==> src/rtl/dap_link_pkg.sv <==
// Shared definitions for the duplicated-bit parity link codec.
// Assumes: nothing beyond IEEE 1800-2017 packages.
package dap_link_pkg;

    // Which of the two received copies the decoder forwarded.
    typedef enum logic {
        COPY_FIRST  = 1'b0,
        COPY_SECOND = 1'b1
    } copy_sel_e;

    // Number of link wires needed for a data width.
    function automatic int unsigned link_width(input int unsigned data_w);
        return 2 * data_w + 1;
    endfunction

endpackage

==> src/rtl/dap_encoder.sv <==
// Encoder: places every data bit on two neighbouring wires (2i, 2i+1)
// and the even parity of the word on the top wire (2K).
// Assumes: DATA_W >= 1; purely combinational.
module dap_encoder #(
    parameter int unsigned DATA_W = 32,
    localparam int unsigned CODE_W = dap_link_pkg::link_width(DATA_W)
) (
    input  logic [DATA_W-1:0] data_i,
    output logic [CODE_W-1:0] code_o
);

    // Duplicate each bit onto an adjacent wire pair.
    for (genvar i = 0; i < DATA_W; i++) begin : g_pair
        assign code_o[2*i]   = data_i[i];
        assign code_o[2*i+1] = data_i[i];
    end

    // Parity wire sits above all pairs.
    assign code_o[CODE_W-1] = ^data_i;

endmodule

==> src/rtl/dap_decoder.sv <==
// Decoder: recomputes parity over the first copies. On a match it forwards
// the first copies; otherwise it forwards the second copies and reports it.
// Assumes: wire order produced by dap_encoder; purely combinational.
module dap_decoder #(
    parameter int unsigned DATA_W = 32,
    localparam int unsigned CODE_W = dap_link_pkg::link_width(DATA_W)
) (
    input  logic [CODE_W-1:0]       code_i,
    output logic [DATA_W-1:0]       data_o,
    output dap_link_pkg::copy_sel_e sel_o
);
    import dap_link_pkg::*;

    logic [DATA_W-1:0] first_copy;
    logic [DATA_W-1:0] second_copy;
    logic              parity_rx;
    logic              parity_calc;

    // Split the interleaved wires back into two words.
    for (genvar i = 0; i < DATA_W; i++) begin : g_split
        assign first_copy[i]  = code_i[2*i];
        assign second_copy[i] = code_i[2*i+1];
    end

    assign parity_rx   = code_i[CODE_W-1];
    assign parity_calc = ^first_copy;

    // Choose the copy whose consistency the parity wire confirms.
    always_comb begin
        if (parity_calc == parity_rx) begin
            sel_o  = COPY_FIRST;
            data_o = first_copy;
        end else begin
            sel_o  = COPY_SECOND;
            data_o = second_copy;
        end
    end

endmodule

==> src/rtl/dap_out_stage.sv <==
// Optional pipeline stage: a register with synchronous active-low reset
// when REGISTERED=1, a plain feed-through when REGISTERED=0.
// Assumes: clk and rst_n are only used in the registered variant.
module dap_out_stage #(
    parameter int unsigned WIDTH      = 8,
    parameter bit          REGISTERED = 1'b1
) (
    input  logic             clk,
    input  logic             rst_n,
    input  logic [WIDTH-1:0] d_i,
    output logic [WIDTH-1:0] q_o
);

    if (REGISTERED) begin : g_reg
        // Capture the stage input each cycle; clear on reset.
        always_ff @(posedge clk) begin
            if (!rst_n) begin
                q_o <= '0;
            end else begin
                q_o <= d_i;
            end
        end
    end else begin : g_comb
        assign q_o = d_i;
    end

endmodule

==> src/rtl/dap_link_codec.sv <==
// Top of the duplicated-bit parity link codec: one encode path for the
// sending side and one decode path for the receiving side, each ending in
// an optional register stage so it can merge into a link pipeline stage.
// Assumes: a single clock domain; rst_n is synchronous and active low.
module dap_link_codec #(
    parameter int unsigned DATA_W  = 32,
    parameter bit          REG_OUT = 1'b1,
    localparam int unsigned CODE_W = dap_link_pkg::link_width(DATA_W)
) (
    input  logic              clk,
    input  logic              rst_n,
    input  logic [DATA_W-1:0] tx_data,
    output logic [CODE_W-1:0] tx_code,
    input  logic [CODE_W-1:0] rx_code,
    output logic [DATA_W-1:0] rx_data,
    output logic              rx_alt_sel
);
    import dap_link_pkg::*;

    logic [CODE_W-1:0] enc_code;
    logic [DATA_W-1:0] dec_data;
    copy_sel_e         dec_sel;
    logic [DATA_W:0]   rx_stage_d;
    logic [DATA_W:0]   rx_stage_q;

    dap_encoder #(.DATA_W(DATA_W)) enc_i (
        .data_i (tx_data),
        .code_o (enc_code)
    );

    dap_decoder #(.DATA_W(DATA_W)) dec_i (
        .code_i (rx_code),
        .data_o (dec_data),
        .sel_o  (dec_sel)
    );

    dap_out_stage #(.WIDTH(CODE_W), .REGISTERED(REG_OUT)) tx_stage_i (
        .clk   (clk),
        .rst_n (rst_n),
        .d_i   (enc_code),
        .q_o   (tx_code)
    );

    // Pack flag and word so both leave through one stage.
    assign rx_stage_d = {dec_sel == COPY_SECOND, dec_data};

    dap_out_stage #(.WIDTH(DATA_W + 1), .REGISTERED(REG_OUT)) rx_stage_i (
        .clk   (clk),
        .rst_n (rst_n),
        .d_i   (rx_stage_d),
        .q_o   (rx_stage_q)
    );

    assign rx_data    = rx_stage_q[DATA_W-1:0];
    assign rx_alt_sel = rx_stage_q[DATA_W];

    // ---------------- assertions ----------------
    logic [DATA_W-1:0] tx_first, tx_second, rx_first, rx_second;

    for (genvar i = 0; i < DATA_W; i++) begin : g_chk_split
        assign tx_first[i]  = tx_code[2*i];
        assign tx_second[i] = tx_code[2*i+1];
        assign rx_first[i]  = rx_code[2*i];
        assign rx_second[i] = rx_code[2*i+1];
    end

    logic seen_rst;

    // Remember that a reset has been applied, so $past is meaningful.
    always_ff @(posedge clk) begin
        if (!rst_n) begin
            seen_rst <= 1'b1;
        end
    end

    if (REG_OUT) begin : g_reg_chk

        rst_clear_chk: assert property (@(posedge clk) disable iff (!rst_n)
            (seen_rst && $past(!rst_n)) |->
            (tx_code == '0 && rx_data == '0 && !rx_alt_sel));


        tx_pairs_carry_data_chk: assert property (@(posedge clk) disable iff (!rst_n)
            (seen_rst && $past(rst_n)) |-> (tx_first == $past(tx_data)));


        tx_parity_chk: assert property (@(posedge clk) disable iff (!rst_n)
            (seen_rst && $past(rst_n)) |-> (tx_code[CODE_W-1] == ^$past(tx_data)));


        tx_pair_equal_chk: assert property (@(posedge clk) disable iff (!rst_n)
            seen_rst |-> (tx_first == tx_second));


        clean_word_chk: assert property (@(posedge clk) disable iff (!rst_n)
            (seen_rst && $past(rst_n) &&
             $past(rx_first == rx_second && (^rx_first) == rx_code[CODE_W-1])) |->
            (rx_data == $past(rx_first) && !rx_alt_sel));


        parity_wire_fault_chk: assert property (@(posedge clk) disable iff (!rst_n)
            (seen_rst && $past(rst_n) &&
             $past(rx_first == rx_second && (^rx_first) != rx_code[CODE_W-1])) |->
            (rx_data == $past(rx_first) && rx_alt_sel));
    end

endmodule

==> config.mk <==
export PLATFORM = sky130hd
export DESIGN_NAME = dap_link_codec
export DESIGN_NICKNAME = d
export VERILOG_FILES = /design/src/rtl/dap_link_pkg.sv /design/src/rtl/dap_encoder.sv /design/src/rtl/dap_decoder.sv /design/src/rtl/dap_out_stage.sv /design/src/rtl/dap_link_codec.sv
export SDC_FILE = /design/constraint.sdc
export NUM_CORES = 1
export LEC_CHECK = 0
export ABC_AREA = 1
export BUFFER_PORTS_ARGS = -buffer_cell sky130_fd_sc_hd__clkbuf_2
export CORE_UTILIZATION = 51
export DETAILED_ROUTE_END_ITERATION = 16
export GPL_TIMING_DRIVEN = 0
export PLACE_DENSITY = 0.78
export SYNTH_ARGS = -nofsm -noshare
export SYNTH_HDL_FRONTEND = slang
export SYNTH_HIERARCHICAL = 1
export SYNTH_SLANG_ARGS = --single-unit
==> constraint.sdc <==
create_clock -name clk -period 1.98 [get_ports clk]
set_input_delay 0.396 -clock clk [delete_from_list [all_inputs] [get_ports clk]]
set_output_delay 0.396 -clock clk [all_outputs]
set_load 0.01 [all_outputs]
==> flow_summary_export.csv, run 1 <==
group,metric,value,unit
die,dieArea,11140,um2
layout,drive_above_1_share,32.26,%
route,drtIter0Drc,145,
global_routing,grt_usage,20.90,%
worst_hold_path,hold_class,"input port to flop",
clock_tree,cts_resized,0,
clock_tree,cts_buffer_depth,2,
route,routed_wl,11280,um
setup_path,cp-end-kind,"flop",
global_routing,grt_pass1_wl,18890,um
die,die_h,105.5,um
setup_path,path_class,"input port to flop",
power,peakVddDrop,0.4119,mV
run_status,status,"finished, final reports clean",
clock_tree,htree_levels,3,
synthesis,syn-mean-instance-area,6.439,um2
layout,area_delta_synth_final,24.63,%
route,avgViaCountPerCell,4.207,
timing,finalCritPeriodShare,83.81,%
synthesis,synth_top_family_by_area,"simple AND/OR/NAND/NOR gates",
synthesis,synth.distinct_cells,21,
power,p_leak,0.004659,uW
timing,min_period,1.659,ns
timing,max_freq,0.6026,GHz
clock_tree,cts_buffers,9,
timing,finalHoldViolCount,0,
route,wl_per_cell,9.431,um
global_routing,grt_max_degree,18,
timing,setup_tns,0,ns
timing,setup_viol,0,
die,core-area,10370,um2
run,drv_cap,0,
synthesis,synthMuxAreaShare,0,%
synthesis,synth-compound-area-share,0,%
clock_tree,clkSlewWorstSetupHoldPaths,0.11,ns
power,power.density,808.0,nW/um2
layout,n_antenna_cell,0,
clock_tree,cts_root_buf,"clkbuf_8",
timing,worst_slew_pin_slew,0.2168,ns
clock_tree,clkSinkCount,98,
die,io_pins,197,
synthesis,syn_area,5466,um2
route,first_pass_iters,4,
synthesis,yosys_register_bits,98,
route,drc,0,
synthesis,syn_nets,948,
setup_path,cp_max_fo,10,
synthesis,synth_fa_ha_area_share,0,%
die,die_w,105.5,um
timing,rsz0062_at_grt,"false",
clock_tree,cts_setup_buffers,0,
timing,max_slew_margin,85.44,%
place,gp_congestion,0.7916,
global_routing,grt_pass1_vias,4432,
clock_tree,tritoncts,"yes",
route,route.vias.total,5031,
synthesis,synthSimpleGateAreaFrac,37.79,%
layout,final_util,65.70,%
setup_path,cp.arrival,1.92,ns
place,io_buffers,195,
setup_path,critPathLaunchType,"input port",
global_routing,overflow,0,
power,fin_total_pwr,5504,uW
clock_tree,hold_buffers,0,
synthesis,syn_inst,849,
layout,fin_nets,1154,
die,initial_core_util,52.71,%
route,ant_nets,0,
layout,fill_cells,1007,
setup_path,worstPathRequired,2.24,ns
die,rows,37,
timing,slew_viol_final,0,
place,hpwl,9025,um
global_routing,antenna_found_initial,0,
synthesis,seq_area_frac_synth,35.89,%
synthesis,synth_xor_area_share,2.884,%
synthesis,synth_warnings,6,
## through the flow
step                      instance area [um2]  cells  setup WS (ns)  hold slack, ns
after detailed placement                 6613   1180        0.01172          0.6504
after CTS                                6813   1196         0.3467          0.2577
after global placement                   6613   1180        0.02979          0.6422
after global routing                     6813   1196         0.1874          0.2678
final                                    6813   1196         0.3206          0.2701
after floorplan                          5466    849         0.3188          0.5702
## cell usage in the layout, fill, tap and decap left out, types with 2 or more instances in the layout
cell        Yosys  routed
nor2_1          3       3
clkbuf_8        0       9
nand2_1       414     414
nand3_4         2       2
nand2_2        36      36
inv_6           0       3
xor2_1          9       9
dfxtp_1        98      98
buf_12          4       4
inv_1         146     146
clkinvlp_4      0       2
xnor2_1         9       9
buf_2           3       3
buf_8           2       2
clkbuf_2        0     195
buf_4          69      69
inv_2           5       5
buf_6           6       6
nand3_1        37      37
## cell type report
| cell class | instances | area, um2 | share of cell area (%) |
|---|---|---|---|
| Buffer | 84 | 710.7 | 10.43 |
| Clock buffer | 9 | 123.9 | 1.818 |
| Clock inverter | 7 | 76.32 | 1.120 |
| Inverter | 152 | 570.5 | 8.375 |
| Multi-Input combinational cell | 515 | 2223 | 32.64 |
| Sequential cell | 98 | 1962 | 28.80 |
| Tap cell | 136 | 170.2 | 2.498 |
| Timing Repair Buffer | 195 | 975.9 | 14.33 |
## synth_stat cells (all sizes together)
cell type	instances	share of area, %
buf	84	13
nand2	452	33
nand3b	1	0.14
nor2	4	0.32
xnor2	9	1.4
nand3	40	4.2
inv	151	10
dfxtp	98	36
xor2	9	1.4
clkinv	1	0.069
## flip-flops by register name, indices dropped and copies added (netlist names)
name	count
rx_stage_i/q_o	33
tx_stage_i/q_o	65
## worst max-delay path: stages
cell	delay [ns]
clkbuf_2	0.13
xor2_1	0.22
nand2_1	0.10
nand2_1	0.07
nand2_1	0.04
nand2_1	0.15
inv_2	0.07
nand3_4	0.09
nand2_2	0.07
nand2_4	0.11
nand2_8	0.10
buf_12	0.16
nand2_2	0.05
nand2_1	0.05
nand2_1	0.07
inv_1	0.04
## cell families (layout without fill, tap and decap cells)
family	count (synthesis)	in the layout
simple gates	497	497
buf+inv	236	447
flops	98	98
xor+xnor	18	18
## worst paths after layout
kind | start | endpoint | slack [ns] | depth (start not counted)
worst max-delay path | rx_code[18] | rx_stage_i/q_o[8] | 0.32 | 16
worst min-delay path | rst_n | rx_stage_i/q_o[31] | 0.27 | 3
## where the power goes
group          leakage, uW  internal, uW  switching [uW]
Clock            0.0000966           596             729
Sequential        0.000816          2190            53.9
Combinational      0.00375           831            1110
Total              0.00466          3610            1890
## layer usage
layer	track usage (%)	up-vias	routed length (um)
met1	24.92	2120	5254
met2	36.75	115	5211
met5	0	-	0
met3	4.267	17	568
li1	-	2779	-
met4	8.135	0	244
No activity file was read; power rests on OpenSTA's default activity.
==> inputs of run 2 (changes only) <==
- ABC_AREA: 1 -> 0
- CORE_UTILIZATION: 51 -> 43
- PLACE_DENSITY: 0.78 -> 0.74
- clock period: 1.98 -> 1.47 ns (I/O delays scaled with it)
==> flow_summary_export.csv, run 2 <==
group,metric,value,unit
run_status,status,"finished, violations left",
run_status,violations,"negative setup slack",
setup_path,cp.arrival,2.31,ns
layout,top_regs,"tx_stage_i/q_o: 65 flops, rx_stage_i/q_o: 33 flops",
die,rows,35,
synthesis,synth.top_cell.area_share,47.13,%
synthesis,synth_xor_area_share,14.04,%
synthesis,synth.distinct_cells,14,
timing,finalHoldViolCount,0,
die,initial_core_util,44.63,%
power,p_leak,0.003058,uW
route,routed_wl,9591,um
layout,final_area,6017,um2
layout,regMostFlops,"tx_stage_i/q_o",
timing,finalCritPeriodShare,139.7,%
synthesis,synth_fa_ha_area_share,0,%
synthesis,synth.largest_area_cell,"dfxtp_1",
synthesis,synth_top_family_by_area,"simple AND/OR/NAND/NOR gates",
route,drt-met1-wl,3609,um
synthesis,yosys_register_bits,98,
route,ant_nets,0,
timing,setup_viol,33,
clock_tree,clkSlewWorstSetupHoldPaths,0.10,ns
timing,min_period,2.054,ns
synthesis,synth_edf_count,0,
global_routing,grt_max_degree,19,
setup_path,path_class,"input port to flop",
layout,fill_cells,784,
die,die_w,100.4,um
die,die_h,100.4,um
global_routing,grt_usage,17.55,%
route,drtIter0Drc,29,
synthesis,yosysMostFrequentCell,"dfxtp_1",
timing,max_slew_margin,80.99,%
timing,fin_ws,-0.5838,ns
global_routing,overflow,0,
setup_path,crit_family,"XOR/XNOR gates",
route,wl_met2,4947,um
synthesis,syn_area,4163,um2
clock_tree,cts_buffer_depth,2,
route,wl_per_cell,13.40,um
setup_path,critPathSlowestCell,"xnor3_2",
global_routing,grt_pass1_vias,3006,
synthesis,synthSimpleGateAreaFrac,15.72,%
route,met3_length,842,um
synthesis,synthFlopType,"dfxtp_1",
setup_path,cp_common_cell,"xnor2_4",
timing,setup_tns,-17.94,ns
setup_path,worstPathRequired,1.72,ns
synthesis,synth-compound-area-share,0,%
clock_tree,cts_buffers,9,
place,place_area,5363,um2
synthesis,seq_area_frac_synth,47.13,%
route,drc,0,
synthesis,syn-mean-instance-area,11.34,um2
setup_path,slowest_delay,0.49,ns
power,fin_total_pwr,11810,uW
worst_hold_path,holdPathEnd,"tx_stage_i/q_o[28]",
power,power.density,1962,nW/um2
synthesis,syn_inst,367,
place,gp_congestion,0.7092,
place,io_buffers,196,
place,pre_cts_slack,-1.085,ns
layout,n_antenna_cell,0,
power,peakVddDrop,1.192,mV
route,top_layer_used,"met4",
timing,slew_viol_final,0,
setup_path,critPathBufInv,3,
synthesis,synth.area.top_cells,"dfxtp_1 (47%), buf_4 (12%), xnor2_1 (11%), and2_1 (9.8%), mux2_2 (8.4%)",
place,hpwl,6673,um
worst_hold_path,hold_class,"input port to flop",
synthesis,synth_warnings,6,
timing,max_freq,0.4869,GHz
setup_path,critPathLaunchType,"input port",
synthesis,async_reset_ff_share,0,%
clock_tree,htree_levels,3,
layout,layout_commonest_cell,"clkbuf_2",
route,first_pass_iters,3,
clock_tree,clkSinkCount,98,
timing,worst_slew_pin_slew,0.2832,ns
setup_path,startpoint,"rx_code[6]",
route,route.vias.total,3028,
worst_hold_path,min_delay_path_depth,3,
die,core-area,9328,um2
layout,drive_above_1_share,64.74,%
global_routing,antenna_found_initial,0,
run,drv_cap,0,
global_routing,grt_pass1_wl,13700,um
synthesis,syn_nets,466,
clock_tree,tritoncts,"yes",
clock_tree,cts_root_buf,"clkbuf_8",
timing,hold_ws,0.2677,ns
timing,rsz0062_at_grt,"true",
layout,area_delta_synth_final,44.54,%
layout,largest_reg_flops,65,
setup_path,path_cells,"buf_8, xnor2_4, xnor2_2, xnor2_1, xnor3_2, xnor2_4, buf_6, clkbuf_16, mux2_4, and2_4",
synthesis,yosys-top-cells-count,"dfxtp_1 (98), and2_1 (65), buf_4 (64), xnor2_1 (53), and2_2 (33)",
setup_path,cp-end-kind,"flop",
layout,fin_nets,681,
die,io_pins,197,
route,avgViaCountPerCell,4.229,
die,dieArea,10080,um2
setup_path,cp_max_fo,5,
layout,final_cell_mix,"clkbuf_2 (186), dfxtp_1 (98), buf_4 (67)",
synthesis,synthMuxAreaShare,8.656,%
worst_hold_path,hp-start,"tx_data[14]",
## run 2: per-stage QoR
stage                     instances  utilization (%)
final                           716            64.51
after global routing            716            64.51
after CTS                       715            61.41
after detailed placement        692            57.49
after global placement          692            57.49
after floorplan                 367                -
## run 2: layout make-up
class / instances / area [um2] / area share (%)
timing repair buffer: 204 / 1167 / 19.40
buffer: 77 / 613.1 / 10.19
multi-input combinational: 192 / 1918 / 31.88
sequential: 98 / 1962 / 32.61
clock inverter: 6 / 57.56 / 0.9565
tap: 129 / 161.4 / 2.682
clock buffer: 10 / 137.6 / 2.287
## run 2: cell families after synthesis
family,Yosys count
xor gates and xnor gates,62
DFF,98
and+or+nand+nor,98
muxes,32
buffers and inverters,77
## run 2: where the power goes
group / switching (uW) / total, uW / internal, uW
sequential: 159 / 3370 / 3210
combinational: 2460 / 6780 / 4320
clock: 960 / 1660 / 698
total: 3580 / 11800 / 8230
## run 2: per-layer routing
metal / global-route usage (%) / vias up
met1: 18.01 / 1378
met5: 0 / -
li1: - / 1501
met4: 6.355 / 0
met2: 31.72 / 132
met3: 7.451 / 17
## run 2: worst max path at each step
stage                          to  slack, ns  cells after the start
3_5_place_dp    rx_stage_i/q_o[0]      -1.09                      9
3_3_place_gp    rx_stage_i/q_o[0]      -1.07                      9
5_1_grt         rx_stage_i/q_o[9]      -0.61                     10
6_report        rx_stage_i/q_o[1]      -0.58                     10
4_1_cts        rx_stage_i/q_o[16]      -0.63                     10
2_1_floorplan  rx_stage_i/q_o[21]      -0.75                      8
## run 2: repair_timing
item | CTS | global route
hold buffers | 0 | 0
cloned | 2 | 1
setup endpoints to repair | 33 | 33
setup buffers | 5 | 1
resized for setup | 30 | 94
pin swaps | 5 | 14
endpoints found under the hold margin | 0 | 0
